==> config.mk <==
export PLATFORM = sky130hd
export DESIGN_NAME = fp_cond_cmp
export DESIGN_NICKNAME = d
export VERILOG_FILES = /design/src/rtl/fpcc_pkg.sv /design/src/rtl/fpcc_lane.sv /design/src/rtl/fpcc_control.sv /design/src/rtl/fpcc_datapath.sv /design/src/rtl/fp_cond_cmp.sv
export SDC_FILE = /design/constraint.sdc
export NUM_CORES = 1
export LEC_CHECK = 0
export BUFFER_PORTS_ARGS = -buffer_cell sky130_fd_sc_hd__buf_2
export CORE_ASPECT_RATIO = 0.6
export CORE_UTILIZATION = 49
export CTS_CLUSTER_SIZE = 24
export DETAILED_ROUTE_END_ITERATION = 8
export PLACE_DENSITY = 0.82
export SLEW_MARGIN = 40
export SYNTH_ARGS = -nofsm -noshare
export SYNTH_HDL_FRONTEND = slang
export SYNTH_SLANG_ARGS = --single-unit
==> constraint.sdc <==
create_clock -name clk -period 3.9 [get_ports clk]
set_input_delay 0.585 -clock clk [delete_from_list [all_inputs] [get_ports clk]]
set_output_delay 0.585 -clock clk [all_outputs]
set_load 0.02 [all_outputs]
==> src/rtl/fpcc_pkg.sv <==
package fpcc_pkg;
  localparam int REG_W      = 32;
  localparam int FIELD_W    = 4;
  localparam int NUM_FIELDS = REG_W / FIELD_W;
  localparam int IDX_W      = $clog2(NUM_FIELDS);
  localparam int SH_W       = $clog2(REG_W);
  localparam int FSH_W      = $clog2(FIELD_W);
  localparam int SP_EXP     = 8;
  localparam int SP_FRAC    = 23;
  localparam int DP_EXP     = 11;
  localparam int DP_FRAC    = 52;
  localparam int LANE_W     = 1 + SP_EXP + SP_FRAC;
  localparam int NUM_LANES  = 2;
  localparam int OP_W       = 1 + DP_EXP + DP_FRAC;

  typedef enum logic [1:0] {
    REL_LT = 2'd0,
    REL_EQ = 2'd1,
    REL_GT = 2'd2,
    REL_UN = 2'd3
  } relation_t;

  typedef struct packed {
    logic       load;
    logic       vec;
    logic       dbl;
    logic [1:0] test;
  } cmpStrobe_t;
endpackage

==> src/rtl/fpcc_lane.sv <==
module fpcc_lane
  import fpcc_pkg::*;
#(
  parameter int EXP_W  = 8,
  parameter int FRAC_W = 23,
  localparam int W     = 1 + EXP_W + FRAC_W
) (
  input  logic [W-1:0] a,
  input  logic [W-1:0] b,
  output relation_t    rel,
  output logic         sigInvalid
);
  logic aNan, bNan, aSnan, bSnan, bothZero;
  logic [W-2:0] magA, magB;

  always_comb begin
    magA     = a[W-2:0];
    magB     = b[W-2:0];
    aNan     = (&a[W-2:FRAC_W]) && (|a[FRAC_W-1:0]);
    bNan     = (&b[W-2:FRAC_W]) && (|b[FRAC_W-1:0]);
    aSnan    = aNan && !a[FRAC_W-1];
    bSnan    = bNan && !b[FRAC_W-1];
    bothZero = (magA == '0) && (magB == '0);
    if (aNan || bNan)                rel = REL_UN;
    else if (bothZero)               rel = REL_EQ;
    else if (a[W-1] != b[W-1])       rel = a[W-1] ? REL_LT : REL_GT;
    else if (magA == magB)           rel = REL_EQ;
    else if ((magA > magB) ^ a[W-1]) rel = REL_GT;
    else                             rel = REL_LT;
    sigInvalid = (rel == REL_UN) && (aSnan || bSnan);
  end
endmodule

==> src/rtl/fpcc_control.sv <==
module fpcc_control
  import fpcc_pkg::*;
(
  input  logic       inValid,
  input  logic [1:0] mode,
  input  logic [1:0] testSel,
  output cmpStrobe_t stb
);
  always_comb begin
    stb.load = inValid;
    stb.vec  = (mode == 2'b10);
    stb.dbl  = (mode == 2'b01);
    stb.test = testSel;
  end
endmodule

==> src/rtl/fpcc_datapath.sv <==
module fpcc_datapath
  import fpcc_pkg::*;
(
  input  logic             clk,
  input  logic             rstN,
  input  cmpStrobe_t       stb,
  input  logic [IDX_W-1:0] fieldIdx,
  input  logic [OP_W-1:0]  opA,
  input  logic [OP_W-1:0]  opB,
  output logic [REG_W-1:0] condReg,
  output logic             invalidFlag
);
  relation_t laneRel [NUM_LANES];
  logic [NUM_LANES-1:0] laneInv, laneMatch;
  relation_t dblRel;
  logic dblInv, dblMatch;
  logic scalarMatch, nextInv;
  logic [FIELD_W-1:0] fieldVal;
  logic [SH_W-1:0] shiftAmt;
  logic [REG_W-1:0] fieldMask;

  function automatic logic relHits(relation_t r, logic [1:0] t);
    case (t)
      2'b00:   return r == REL_EQ;
      2'b01:   return r == REL_GT;
      2'b10:   return r == REL_LT;
      default: return 1'b0;
    endcase
  endfunction

  for (genvar g = 0; g < NUM_LANES; g++) begin : g_lane
    fpcc_lane #(.EXP_W(SP_EXP), .FRAC_W(SP_FRAC)) i_lane (
      .a(opA[g*LANE_W +: LANE_W]),
      .b(opB[g*LANE_W +: LANE_W]),
      .rel(laneRel[g]),
      .sigInvalid(laneInv[g])
    );
    assign laneMatch[g] = relHits(laneRel[g], stb.test);
  end

  fpcc_lane #(.EXP_W(DP_EXP), .FRAC_W(DP_FRAC)) i_dbl (
    .a(opA), .b(opB), .rel(dblRel), .sigInvalid(dblInv)
  );
  assign dblMatch = relHits(dblRel, stb.test);

  always_comb begin
    scalarMatch = stb.dbl ? dblMatch : laneMatch[0];
    if (stb.vec) begin
      fieldVal = {laneMatch[1], laneMatch[0],
                  laneMatch[1] | laneMatch[0], laneMatch[1] & laneMatch[0]};
      nextInv  = |laneInv;
    end else begin
      fieldVal = {1'b0, scalarMatch, 2'b00};
      nextInv  = stb.dbl ? dblInv : laneInv[0];
    end
    shiftAmt  = SH_W'({~fieldIdx, {FSH_W{1'b0}}});
    fieldMask = {{(REG_W-FIELD_W){1'b0}}, {FIELD_W{1'b1}}} << shiftAmt;
  end

  always_ff @(posedge clk) begin
    if (!rstN) begin
      condReg     <= '0;
      invalidFlag <= 1'b0;
    end else if (stb.load) begin
      condReg     <= (condReg & ~fieldMask) |
                     ({{(REG_W-FIELD_W){1'b0}}, fieldVal} << shiftAmt);
      invalidFlag <= nextInv;
    end
  end

  p_hold_r9: assert property (@(posedge clk) disable iff (!rstN)
    !stb.load |=> $stable(condReg) && $stable(invalidFlag));

  p_keep_others_r8: assert property (@(posedge clk) disable iff (!rstN)
    stb.load |=> ((condReg ^ $past(condReg)) & ~$past(fieldMask)) == '0);

  p_scalar_shape_r2: assert property (@(posedge clk) disable iff (!rstN)
    stb.load && !stb.vec |=>
      ((condReg >> $past(shiftAmt)) & 32'hB) == '0);

  p_vec_or_r6: assert property (@(posedge clk) disable iff (!rstN)
    stb.load && stb.vec |=>
      ((((condReg >> $past(shiftAmt)) & 32'h2) != '0) ==
       (((condReg >> $past(shiftAmt)) & 32'hC) != '0)));

  p_vec_and_r6: assert property (@(posedge clk) disable iff (!rstN)
    stb.load && stb.vec |=>
      ((((condReg >> $past(shiftAmt)) & 32'h1) != '0) ==
       (((condReg >> $past(shiftAmt)) & 32'hC) == 32'hC)));
endmodule

==> src/rtl/fp_cond_cmp.sv <==
module fp_cond_cmp
  import fpcc_pkg::*;
(
  input  logic        clk,
  input  logic        rstN,
  input  logic        inValid,
  input  logic [1:0]  mode,
  input  logic [1:0]  testSel,
  input  logic [2:0]  fieldIdx,
  input  logic [63:0] opA,
  input  logic [63:0] opB,
  output logic [31:0] condReg,
  output logic        invalidFlag
);
  cmpStrobe_t stb;

  fpcc_control i_ctrl (
    .inValid(inValid), .mode(mode), .testSel(testSel), .stb(stb)
  );

  fpcc_datapath i_dp (
    .clk(clk), .rstN(rstN), .stb(stb), .fieldIdx(fieldIdx),
    .opA(opA), .opB(opB), .condReg(condReg), .invalidFlag(invalidFlag)
  );
endmodule

==> impl_metrics.tcl, run 1 <==
set metrics [dict create \
    drt_iter0_markers 501 \
    cts_root_buffer "clkbuf_16" \
    p_total_mw 1.19 \
    cts_max_path_buffers 2 \
    synth_area_um2 3900 \
    ys_ff_latch 33 \
    hpwl_um 12300 \
    drv_cap 0 \
    vias 5003 \
    cts.htree.levels 2 \
    async_flop_share 0 \
    fin_nets 908 \
    drc 0 \
    cts_tree "done" \
    endpoint_kind "flip-flop" \
    rsz0062_at_grt "no" \
    cts_made_buffers 5 \
    worstMarginPinSlew_ps 728 \
    outcome "completed" \
    ant_nets 0 \
    clk_pin_slew_ps 60 \
    post-route-period-util 0.844 \
    ir_drop_mv 0.267 \
    place_inst 803 \
    hold_path_depth 2 \
    ioPinCount 171 \
    setup_viol_count_final 0 \
    cts_hold_buf 0 \
    vias_per_cell 6.17 \
    place_area_um2 4860 \
    ys_seq_area_frac 0.170 \
    grt_usage 0.356 \
    synthToLayoutAreaGrowth_pct 29.3 \
    fin_tns_setup_ps 0 \
    fp.dieH_um 71.1 \
    worstSetupPathType "input port to flip-flop" \
    routedWlPerCell_um 17.8 \
    rrSetupSlack_ps 3150 \
    required_ps 4040 \
    cp_max_fo 8 \
    antenna_cells 0 \
    synth.avg_cell_area_um2 7.28 \
    start_util 0.521 \
    start_kind "input port" \
    antenna_found_initial 0 \
    first_pass_iters 5 \
    cp.arrival_ps 3430 \
    gr-total-overflow 0 \
    skew_ps 0 \
    io_buffers 170 \
    grt_pass1_wl_um 22600 \
    grt_pass1_vias 4613 \
    whs_endpoint "i_dp.condReg[31]$_SDFFE_PN0P_" \
    r2r_cells 2 \
    relSlewSlack 0.510 \
    stdcell_count 811 \
    core_um2 7480 \
    drt_wl_total_um 14400 \
    clock_latency_ps 280 \
    r2r_end "i_dp.condReg[1]$_SDFFE_PN0P_" \
    hold_viol_final 0 \
    power.leakage_nw 2.47 \
    rows 24 \
    die_w_um 117 \
    design_area_um2 5040 \
    synth_nets 737 \
    synth_edf_count 0 \
    ys.flop_type "dfxtp_1" \
    slew_violations 0 \
    cts_resized 0 \
    die_area_um2 8320 \
    synthDistinctLibCells 57 \
    yosysWarnings 0 \
    fin_crit_ps 3290 \
    syn_inst 535 \
    worstHoldPathType "flip-flop to flip-flop" \
    fillerInstances 677 \
    hold_start "i_dp.condReg[31]$_SDFFE_PN0P_" \
    utilization 0.674 \
    drive_gt1_frac 0.273 \
    fmax_mhz 304 \
    rr_startpoint "i_dp.condReg[1]$_SDFFE_PN0P_" \
    cts_setup_buffers 0 \
    cts.sinks 33 \
    power.density_nw_per_um2 237 \
    grt_max_degree 30 \
    gp_congestion 0.994 \
]
## worst max-delay path, cell delays in order
cell,delay (ps)
buf_2,100
inv_1,50
ha_1,280
and4_1,280
nand4_1,160
or4_1,610
and4b_1,250
o311ai_0,120
nand4_1,220
o21ai_1,580
a31oi_1,190
## through the flow
step,hold slack [ps],worst slack (ps)
after detailed placement,445,394
after global placement,443,437
after floorplan,530,915
after global routing,470,423
final,449,610
after CTS,452,683
## worst max-delay path by stage
stage / start / to / slack, ps
after detailed placement: opB[12] / i_dp.condReg[29]$_SDFFE_PN0P_ / 390
after global routing: opB[12] / i_dp.condReg[17]$_SDFFE_PN0P_ / 420
after global placement: opB[61] / i_dp.condReg[18]$_SDFFE_PN0P_ / 440
after CTS: opB[12] / i_dp.condReg[29]$_SDFFE_PN0P_ / 680
final: opB[12] / i_dp.condReg[29]$_SDFFE_PN0P_ / 610
after floorplan: opB[61] / i_dp.condReg[13]$_SDFFE_PN0P_ / 910
## synth_stat cells, types with 2 or more instances
cell type / count / area share
or4_4: 2 / 0.0058
a211oi_1: 4 / 0.0077
a21o_1: 3 / 0.0058
o2111ai_1: 9 / 0.020
nor2_1: 35 / 0.034
o21ai_0: 27 / 0.035
or3_1: 4 / 0.0064
nand4_1: 30 / 0.048
inv_1: 70 / 0.067
o311ai_0: 3 / 0.0067
o31ai_1: 3 / 0.0058
a31oi_1: 8 / 0.013
dfxtp_1: 33 / 0.17
o311a_1: 3 / 0.0077
nand2_1: 35 / 0.034
or4_1: 4 / 0.0077
and3_1: 4 / 0.0064
o22ai_1: 4 / 0.0064
nor4_2: 2 / 0.0064
nor2b_1: 4 / 0.0064
clkbuf_1: 7 / 0.0067
o21ai_1: 18 / 0.023
ha_1: 64 / 0.21
nor3_1: 15 / 0.019
a221oi_1: 2 / 0.0045
and4_1: 8 / 0.018
nand3_1: 30 / 0.039
a21oi_1: 33 / 0.042
o211ai_1: 4 / 0.0077
nor4_1: 28 / 0.045
o2111a_1: 2 / 0.0058
and4b_1: 2 / 0.0051
nand2b_1: 4 / 0.0064
o311ai_1: 8 / 0.018
## registers in the layout (all words and copies together) (netlist names)
name and cells:
i_dp.invalidFlag 1, i_dp.condReg 32
## layer usage
| metal | global-route usage | wire length [um] |
|---|---|---|
| met2 | 0.511 | 5610 |
| met1 | 0.523 | 6900 |
| met5 | 0 | 0 |
| met4 | 0.0605 | 151 |
| met3 | 0.109 | 1790 |
## cell families after synthesis
kind of cell               count (synthesis)  share of synthesized area
DFF                                       33                      0.170
AOI/OAI and AO/OA                        143                      0.240
buffers and inverters                     79                     0.0764
and+or+nand+nor                          215                      0.307
xor gates and xnor gates                   1                    0.00225
adders and majority gates                 64                      0.206
## final cells by class
cell class	count	area [um^2]	area share
inverter	70	263	0.0522
clock buffer	7	143	0.0283
multi-input combinational	423	2940	0.583
tap	104	130	0.0258
sequential	33	661	0.131
timing repair buffer	173	873	0.173
clock inverter	1	30.0	0.00596
## layout by cell type, fill, tap and decap left out, types with 9 or more instances in the layout
master / Yosys / layout
inv_1: 70 / 70
a21oi_1: 33 / 33
nand2_1: 35 / 35
o21ai_1: 18 / 18
nand3_1: 30 / 30
dfxtp_1: 33 / 33
o2111ai_1: 9 / 9
nand4_1: 30 / 30
nor2_1: 35 / 35
o21ai_0: 27 / 27
nor4_1: 28 / 28
ha_1: 64 / 64
nor3_1: 15 / 15
buf_2: 1 / 170
## report_power, final
| group | total, mW | switching, mW | internal [mW] |
|---|---|---|---|
| clock | 0.470 | 0.151 | 0.319 |
| sequential | 0.346 | 0.00294 | 0.343 |
| combinational | 0.378 | 0.229 | 0.149 |
| total | 1.19 | 0.383 | 0.811 |
Note: power is estimated with default switching activity, not from simulation.
==> inputs of run 2 (changes only) <==
==> constraint.sdc (replaced) <==
create_clock -name clk -period 3.1 [get_ports clk]
set_input_delay 0.465 -clock clk [delete_from_list [all_inputs] [get_ports clk]]
set_output_delay 0.465 -clock clk [all_outputs]
set_load 0.02 [all_outputs]
==> run 2 against run 1 <==
- final area up 4.9%
- clock power up 24%
- total power up 28%
- cell count up 3.5%
- core utilization up 3.3 points
- via count up 3.8%
- setup slack worse by 480 ps
- count of clock-buffer cells in the layout unchanged
- highest routed layer unchanged
==> impl_metrics.tcl, run 2 (same netlist as run 1, synthesis figures left out) <==
set metrics [dict create \
    path_cells "buf_2, inv_1, ha_1, nand4_1, nor4_2, o2111ai_2, o31ai_1, or3b_2, a21o_1, o2111ai_1, o311ai_1" \
    worstSetupPathType "input port to flip-flop" \
    utilization 0.707 \
    seqCellArea_um2 661 \
    rrSetupSlack_ps 2340 \
    grt_pass1_wl_um 24000 \
    rows 24 \
    outcome "completed" \
    relSlewSlack 0.614 \
    setup_viol_count_final 0 \
    crit_family "compound AO/OA/AOI/OAI gates" \
    cts_tree "done" \
    ant_nets 0 \
    cpPeakStageDelay_ps 460 \
    vias 5194 \
    path_depth 11 \
    fp.dieH_um 71.1 \
    crit_buf_inv 2 \
    drc 0 \
    fillerInstances 630 \
    die_area_um2 8320 \
    largest_reg_flops 32 \
    antenna_cells 0 \
    start_kind "input port" \
    routedWlPerCell_um 18.1 \
    multi_input_area_um2 2980 \
    vias_per_cell 6.19 \
    hpwl_um 12600 \
    layout_common_cells "buf_2, inv_1, ha_1" \
    design_area_um2 5290 \
    first_pass_iters 5 \
    p_total_mw 1.53 \
    cts_max_path_buffers 2 \
    skew_ps 0 \
    grt_usage 0.371 \
    clk_pin_slew_ps 50 \
    r2r_end "i_dp.condReg[29]$_SDFFE_PN0P_" \
    post-route-period-util 0.959 \
    cts_root_buffer "clkbuf_16" \
    drt_iter0_markers 481 \
    io_buffers 170 \
    drive_gt1_frac 0.307 \
    gr-total-overflow 0 \
    gp_congestion 1.11 \
    power.leakage_nw 2.60 \
    top_regs "i_dp.condReg: 32 flops, i_dp.invalidFlag: 1 flops" \
    synthToLayoutAreaGrowth_pct 35.6 \
    start_util 0.521 \
    antenna_found_initial 0 \
    startpoint "opB[62]" \
    core_um2 7480 \
    crit_end "i_dp.condReg[10]$_SDFFE_PN0P_" \
    r2r_cells 2 \
    layout_commonest_cell "buf_2" \
    place_area_um2 5060 \
    drv_cap 0 \
    drt_wl_total_um 15200 \
    cts.sinks 33 \
    cp_max_fo 8 \
    ir_drop_mv 0.234 \
    cp.arrival_ps 3120 \
    worstMarginPinSlew_ps 573 \
    cts.htree.levels 2 \
    fin_nets 936 \
    fin_crit_ps 2970 \
    fmax_mhz 336 \
    slew_violations 0 \
    endpoint_kind "flip-flop" \
    cts_made_buffers 5 \
    power.density_nw_per_um2 289 \
    die_w_um 117 \
    grt_max_degree 30 \
    clock_latency_ps 280 \
    stdcell_count 839 \
    required_ps 3250 \
    cp_slowest_cell "or3b_2" \
    ioPinCount 171 \
    place_inst 829 \
    hold_viol_final 0 \
    grt_pass1_vias 4827 \
    worstHoldPathType "flip-flop to flip-flop" \
    top_register "i_dp.condReg" \
    rr_startpoint "i_dp.condReg[29]$_SDFFE_PN0P_" \
]
run 2: cell count changes in the layout (fill, tap and decap cells not counted), sizes merged:
cell,before,now
buf,173,201
run 2: repair_timing:
action,in CTS,in global routing
setup buffers,0,2
endpoints found under the setup margin,0,19
hold buffers,0,0
gates resized for setup,0,7
run 2: where the power goes:
part / switching, mW / internal [mW] / total, mW
logic: 0.302 / 0.209 / 0.511
clock network: 0.180 / 0.401 / 0.581
registers: 0.00374 / 0.431 / 0.435
run 2: worst min-delay path by stage:
stage | slack [ps] | cells after the start | end | start
after floorplan | 530 | 2 | i_dp.condReg[15]$_SDFFE_PN0P_ | i_dp.condReg[15]$_SDFFE_PN0P_
after global placement | 440 | 2 | i_dp.condReg[23]$_SDFFE_PN0P_ | i_dp.condReg[23]$_SDFFE_PN0P_
after detailed placement | 450 | 2 | i_dp.condReg[23]$_SDFFE_PN0P_ | i_dp.condReg[23]$_SDFFE_PN0P_
after CTS | 460 | 2 | i_dp.condReg[31]$_SDFFE_PN0P_ | i_dp.condReg[31]$_SDFFE_PN0P_
after global routing | 480 | 2 | i_dp.condReg[31]$_SDFFE_PN0P_ | i_dp.condReg[31]$_SDFFE_PN0P_
final | 450 | 2 | i_dp.condReg[31]$_SDFFE_PN0P_ | i_dp.condReg[31]$_SDFFE_PN0P_
run 2: tightest hold or removal path: stages, from the launching register on:
cell and delay (ps):
dfxtp_1 300, nand2_1 50, a21oi_1 50
run 2: stage by stage:
stage / worst slack [ps] / setup TNS, ps / hold slack [ps]
5_1_grt: -34.7 / -58.2 / 476
3_3_place_gp: -65.0 / -415 / 441
2_1_floorplan: 235 / 0 / 530
6_report: 126 / 0 / 455
3_5_place_dp: -140 / -1830 / 448
4_1_cts: 150 / 0 / 455
run 2: area by class of cell:
type / instances / area share
flip-flops and latches: 33 / 0.125
inverters: 70 / 0.0497
repair buffers: 201 / 0.205
clock inverters: 1 / 0.00568
multi-input cells: 423 / 0.563
well taps: 104 / 0.0246
clock buffers: 7 / 0.0270
run 2: layer usage:
| metal | vias up | part of all wire | track usage | routed length (um) |
|---|---|---|---|---|
| li1 | 2462 | - | - | - |
| met1 | 2351 | 0.44 | 0.523 | 6680 |
| met2 | 350 | 0.41 | 0.540 | 6180 |
| met3 | 31 | 0.14 | 0.133 | 2100 |
| met4 | 0 | 0.016 | 0.0788 | 241 |
| met5 | - | 0 | 0 | 0 |
